File: src/rtl/canirq_pkg.sv
package canirq_pkg;
  localparam int SRC_N  = 8;
  localparam int CODE_W = 3;
  localparam int MODE_W = 3;

  // source bit positions (shared by enables, flags and event pulses)
  localparam int SRC_MERR = 7;
  localparam int SRC_WAKE = 6;
  localparam int SRC_ERR  = 5;
  localparam int SRC_TX2  = 4;
  localparam int SRC_TX1  = 3;
  localparam int SRC_TX0  = 2;
  localparam int SRC_RX1  = 1;
  localparam int SRC_RX0  = 0;

  typedef enum logic [1:0] {
    RD_NONE   = 2'd0,
    RD_ENABLE = 2'd1,
    RD_FLAG   = 2'd2,
    RD_STATUS = 2'd3
  } rdSel_e;

  typedef struct packed {
    logic   enLoad;
    logic   flLoad;
    logic   modify;
    rdSel_e rdSel;
  } regStrobe_t;
endpackage

File: src/rtl/canirq_ctrl.sv
module canirq_ctrl
  import canirq_pkg::*;
#(
  parameter int ADDR_W      = 8,
  parameter int ADDR_STATUS = 0,
  parameter int ADDR_ENABLE = 1,
  parameter int ADDR_FLAG   = 2
) (
  input  logic [ADDR_W-1:0] regAddr,
  input  logic              regWr,
  input  logic              regMod,
  input  logic              regRd,
  output regStrobe_t        stb
);
  localparam logic [ADDR_W-1:0] AEN = ADDR_W'(ADDR_ENABLE);
  localparam logic [ADDR_W-1:0] AFL = ADDR_W'(ADDR_FLAG);
  localparam logic [ADDR_W-1:0] AST = ADDR_W'(ADDR_STATUS);

  logic access;
  assign access = regWr | regMod;

  always_comb begin
    stb.enLoad = access && (regAddr == AEN);
    stb.flLoad = access && (regAddr == AFL);
    stb.modify = regMod;
    stb.rdSel  = RD_NONE;
    if (regRd) begin
      if (regAddr == AEN)      stb.rdSel = RD_ENABLE;
      else if (regAddr == AFL) stb.rdSel = RD_FLAG;
      else if (regAddr == AST) stb.rdSel = RD_STATUS;
    end
  end
endmodule

File: src/rtl/canirq_regs.sv
module canirq_regs
  import canirq_pkg::*;
(
  input  logic              clk,
  input  logic              rstN,
  input  regStrobe_t        stb,
  input  logic [SRC_N-1:0]  evtPulse,
  input  logic [SRC_N-1:0]  regWdata,
  input  logic [SRC_N-1:0]  regMask,
  input  logic [MODE_W-1:0] opMode,
  input  logic [CODE_W-1:0] irqCode,
  output logic [SRC_N-1:0]  enables,
  output logic [SRC_N-1:0]  flags,
  output logic [SRC_N-1:0]  regRdata
);
  logic [SRC_N-1:0] enNext, flHost, flNext;

  function automatic logic [SRC_N-1:0] applyAccess(
    input logic [SRC_N-1:0] oldV, input logic [SRC_N-1:0] dataV,
    input logic [SRC_N-1:0] maskV, input logic useMask);
    applyAccess = useMask ? ((oldV & ~maskV) | (dataV & maskV)) : dataV;
  endfunction

  always_comb begin
    enNext = stb.enLoad ? applyAccess(enables, regWdata, regMask, stb.modify) : enables;
    flHost = stb.flLoad ? applyAccess(flags, regWdata, regMask, stb.modify) : flags;
    flNext = flHost | evtPulse;   // event beats a host clear
  end

  always_ff @(posedge clk or negedge rstN) begin
    if (!rstN) begin
      enables <= '0;
      flags   <= '0;
    end else begin
      enables <= enNext;
      flags   <= flNext;
    end
  end

  always_comb begin
    unique case (stb.rdSel)
      RD_ENABLE: regRdata = enables;
      RD_FLAG:   regRdata = flags;
      RD_STATUS: regRdata = {opMode, 1'b0, irqCode, 1'b0};
      default:   regRdata = '0;
    endcase
  end

  // flags only drop through a host access to the flag register
  assert_flag_sticky_R4: assert property (@(posedge clk) disable iff (!rstN)
    !stb.flLoad |=> ((flags & $past(flags)) == $past(flags)));

  // a pulsed event is always present one cycle later, clear or not
  assert_event_wins_R5: assert property (@(posedge clk) disable iff (!rstN)
    (evtPulse != '0) |=> ((flags & $past(evtPulse)) == $past(evtPulse)));

  // bit-modify leaves unmasked enable bits untouched
  assert_modify_mask_R3: assert property (@(posedge clk) disable iff (!rstN)
    (stb.enLoad && stb.modify) |=> (((enables ^ $past(enables)) & ~$past(regMask)) == '0));

  // enables move only on an access aimed at them
  assert_enable_hold_R10: assert property (@(posedge clk) disable iff (!rstN)
    !stb.enLoad |=> $stable(enables));
endmodule

File: src/rtl/canirq_prio.sv
module canirq_prio
  import canirq_pkg::*;
(
  input  logic [SRC_N-1:0]  pending,
  output logic [CODE_W-1:0] irqCode
);
  always_comb begin
    if (pending[SRC_ERR])       irqCode = 3'b001;
    else if (pending[SRC_WAKE]) irqCode = 3'b010;
    else if (pending[SRC_TX0])  irqCode = 3'b011;
    else if (pending[SRC_TX1])  irqCode = 3'b100;
    else if (pending[SRC_TX2])  irqCode = 3'b101;
    else if (pending[SRC_RX0])  irqCode = 3'b110;
    else if (pending[SRC_RX1])  irqCode = 3'b111;
    else                        irqCode = 3'b000;
  end
endmodule

File: src/rtl/canirq_unit.sv
module canirq_unit
  import canirq_pkg::*;
#(
  parameter int ADDR_W      = 8,
  parameter int ADDR_STATUS = 0,
  parameter int ADDR_ENABLE = 1,
  parameter int ADDR_FLAG   = 2
) (
  input  logic              clk,
  input  logic              rstN,
  input  logic [7:0]        evtPulse,
  input  logic [ADDR_W-1:0] regAddr,
  input  logic              regWr,
  input  logic              regMod,
  input  logic              regRd,
  input  logic [7:0]        regWdata,
  input  logic [7:0]        regMask,
  input  logic [2:0]        opMode,
  output logic [7:0]        regRdata,
  output logic              irqN,
  output logic [2:0]        irqCode
);
  regStrobe_t       stb;
  logic [SRC_N-1:0] enables, flags, pending;

  canirq_ctrl #(
    .ADDR_W(ADDR_W), .ADDR_STATUS(ADDR_STATUS),
    .ADDR_ENABLE(ADDR_ENABLE), .ADDR_FLAG(ADDR_FLAG)
  ) i_ctrl (
    .regAddr(regAddr), .regWr(regWr), .regMod(regMod), .regRd(regRd), .stb(stb)
  );

  canirq_regs i_regs (
    .clk(clk), .rstN(rstN), .stb(stb), .evtPulse(evtPulse),
    .regWdata(regWdata), .regMask(regMask), .opMode(opMode),
    .irqCode(irqCode), .enables(enables), .flags(flags), .regRdata(regRdata)
  );

  assign pending = flags & enables;
  assign irqN    = ~(|pending);

  canirq_prio i_prio (.pending(pending), .irqCode(irqCode));

  // a nonzero code implies the pin is asserted
  assert_code_pin_R7: assert property (@(posedge clk) disable iff (!rstN)
    (irqCode != 3'b000) |-> !irqN);

  // pin asserted with code 000 only for the codeless message-error source
  assert_pin_source_R6: assert property (@(posedge clk) disable iff (!rstN)
    (!irqN && irqCode == 3'b000) |-> (flags[SRC_MERR] && enables[SRC_MERR]));

  // nothing enabled means no interrupt
  assert_gate_R6: assert property (@(posedge clk) disable iff (!rstN)
    (enables == '0) |-> irqN);
endmodule

File: config.mk
export PLATFORM = sky130hd
export DESIGN_NAME = canirq_unit
export DESIGN_NICKNAME = d
export VERILOG_FILES = /design/src/rtl/canirq_pkg.sv /design/src/rtl/canirq_ctrl.sv /design/src/rtl/canirq_regs.sv /design/src/rtl/canirq_prio.sv /design/src/rtl/canirq_unit.sv
export SDC_FILE = /design/constraint.sdc
export NUM_CORES = 1
export LEC_CHECK = 0
export BUFFER_PORTS_ARGS = -buffer_cell sky130_fd_sc_hd__buf_4
export CAP_MARGIN = 25
export CORE_MARGIN = 2
export CORE_UTILIZATION = 35
export CTS_CLUSTER_DIAMETER = 120
export DETAILED_ROUTE_END_ITERATION = 12
export PLACE_DENSITY = 0.64
export SLEW_MARGIN = 20
export SYNTH_ARGS = -nofsm -noshare
export SYNTH_HDL_FRONTEND = slang
export SYNTH_HIERARCHICAL = 1
export SYNTH_SLANG_ARGS = --single-unit
File: constraint.sdc
create_clock -name clk -period 3.7 [get_ports clk]
set_input_delay 0.74 -clock clk [delete_from_list [all_inputs] [get_ports clk]]
set_output_delay 0.74 -clock clk [all_outputs]
set_load 0.02 [all_outputs]
==> results.md <==
* Result of the run: completed
* Switching fraction of total power at a little over a quarter
* Clock Skews at 0 ps
* Setup TNS at 0 ps
* Row Count at 20
* Sw power at about 0.11 mW
* Vias in the first global route at approximately 1.1k
* Full die area at 0.003652 mm2
* Power per Cell Area at around 260 mW/mm2
* Diode count at 0
* I/O Buffers at between 50 and 60
* Initial DRC Count at 19
* Placed Area at about 0.0016 mm2
* Die Y at approximately 60 um
* PostCTS Resize Cnt at 0
* CORE AREA at a little over 0.003 mm2
* Sequential area share after synthesis at between 30% and 40%
* Fill count at roughly 300
* Syn Nets at 149
* Pre-antenna DRT Iters at 4
* Post-Route WL at 2815 um
* Post-route design area at 0.001588 mm2
* CP arrival at between 2000 and 2500 ps
* Critical Path End: regRdata[5]
* Yosys warning total at 6
* Average size of a mapped cell at about 10 um2
* CTS root buffer: clkbuf_4
* Post-Synthesis Cells at about 110
* Worst Setup End Kind: output pin
* Hold_buf cts at 0
* TritonCTS clock tree: done
* Starting Density at a little over a third
* Leak at 0.7183 nW
* Most frequent cells in the layout: buf_4, dfrtp_1, mux2_2
* Worst vdd ir at about 0.00014 V
* Overall routing resource usage at between 15 and 20%
* Commonest non-fill, non-tap cell in the layout: buf_4
* Routed wire per std cell at approximately 13 um
* Post-CTS setup buffer count at 0
* CP max-delay cell: or4_4
* RSZ-0062 raised after global routing: no
* Flop pwr share at 44.3%
* Clk buf depth at 2
* RePlAce Congestion at 0.7294
* Buf/Inv on CP at 3
* Share of cells above drive strength 1 at between 40 and 50%
* Reg2Reg Launch Point: i_regs/flags[3]$_DFF_PN0_
* Tmin final at between 3000 and 4000 ps
* Initial antenna violation count at 0
* Final ANT Viol Nets at 0
* Period utilization at between 80% and 90%
* Critical path's top delay family: simple AND/OR/NAND/NOR gates
* Final hold violation count at 0
* Clk pin slew, worst setup/hold paths at about 100 ps
* Sink Count at 16
* Comb power frac at between 20 and 30%
* Worst hold path type: input port to asynchronous set/reset pin
* Synth Register Bits at 16
* Max-cap violation count at 0
* First-pass GRT wire length at approximately 4700 um
* Distinct cells, synth at 26
* Largest net degree at the start of global routing at 17
* Worst stage delay on the critical path at about 540 ps
* CP startpoint kind: input port
* # IOs at 52
* Remaining global-route overflow at 0
* Final nets at between 200 and 250
* FF-to-FF setup slack at 2700 ps
* R2r endpoint: i_regs/flags[3]$_DFF_PN0_
* Total CTS buffers at 3
* Worst path depth at 7
* Most used cell, CP: buf_4
* Pint at ~0.30 mW
* DPL Wire Length at 2310 um
* Clock latency at the later pin of the worst-skew pair at about 280 ps
* DRC viols at 0
* Vias per std cell at around 5
* Critical Path RT at 2960 ps
* Final setup violation count at 0
* Cell Area, Synth at around 0.0011 mm2
* Fin. max-slew vios at 0
* Max Freq at around 0.31 GHz
* Die Wd at between 60 and 70 um
* H-tree levels at 1
* Clock network fraction of total power at between 20 and 30%
* Peak fanout along the critical path at 8
* Setup CP Type: input port to output pin
* Layout area overhead at 42.42%
* Worst-margin pin slew at ~510 ps
* CP cell instances: buf_4 -> or4_4 -> nor3_1 -> buf_4 -> mux2_4 -> a22o_1 -> buf_4
* Worst slew margin at roughly two thirds
* DR vias at between 1k and 1.5k
* R2R cell count at 2
* CP startpoint: regAddr[5]
## layout make-up
class	count	area (um2)	share of cell area (%)
well taps	44	55.05	3.467
repair buffers	57	427.9	26.95
flip-flops and latches	16	400.4	25.22
multi-input cells	85	656.9	41.37
clock buffers	4	36.28	2.285
inverters	3	11.26	0.7092
## Yosys cell counts
cell type	number	area, um2
mux2_2	13	146.4
buf_2	1	5.000
nor2_1	3	11.26
a21oi_1	3	15.01
mux2_4	1	15.01
a21boi_0	6	45.04
a22o_1	8	70.07
a2111oi_2	1	15.01
or4_4	2	22.52
or3_1	2	12.51
or2_2	1	6.260
o31ai_1	1	7.510
dfrtp_1	16	400.4
nor2b_1	2	12.51
o21ai_0	3	15.01
a311o_1	8	80.08
a21boi_1	2	15.01
nor3_1	4	20.02
buf_4	1	7.510
nand2b_1	8	50.05
nor4_2	1	12.51
nand2_1	8	30.03
buf_6	3	33.78
and2_1	6	37.54
and2_4	2	17.52
inv_1	3	11.26
## power by group through the flow
stage	Combinational, mW	Clock, mW	Sequential (mW)
after floorplan	0.0559	0	0.186
after global placement	0.111	0	0.186
after detailed placement	0.113	0	0.187
after CTS	0.113	0.121	0.183
after global routing	0.123	0.133	0.184
final	0.112	0.118	0.183
## layer usage
metal  GRT usage, %  up-vias  share of wire, %
met3          3.838        2               4.3
met4          4.969        0              0.53
met5              0        -                 0
met1          21.44      493                42
met2          30.90       27                53
li1               -      523                 -
## cell families (layout without fill, tap and decap cells)
group / count (synthesis) / count (layout) / share of synthesized area (%)
buffers and inverters: 8 / 64 / 5.162
DFF: 16 / 16 / 35.91
and+or+nand+nor: 39 / 39 / 20.88
muxes: 14 / 14 / 14.48
AOI/OAI and AO/OA: 32 / 32 / 23.57
## worst reg2reg max path, cell delays in order (launching register included)
cell      delay, ps
dfrtp_1         410
a21boi_0        130
a311o_1         350
## through the flow
step	total power, mW	hold slack [ps]	instances	worst slack (ps)	util (%)
finish	0.4129	293.6	209	502.0	52.01
global route	0.4402	269.5	209	390.9	52.01
CTS	0.4172	291.5	209	485.6	52.01
detailed placement	0.2999	512.1	205	488.3	50.82
global placement	0.2973	508.4	205	492.7	50.82
floorplan	0.2414	444.4	109	625.8	-
## how the worst min path moves through the flow
stage                                 endpoint  startpoint  slack, ps
detailed placement                    register    register        510
global placement                      register    register        510
floorplan           asynchronous set/reset pin        rstN        440
CTS                 asynchronous set/reset pin        rstN        290
global route        asynchronous set/reset pin        rstN        270
finish              asynchronous set/reset pin        rstN        290
No activity file was read; power rests on OpenSTA's default activity.
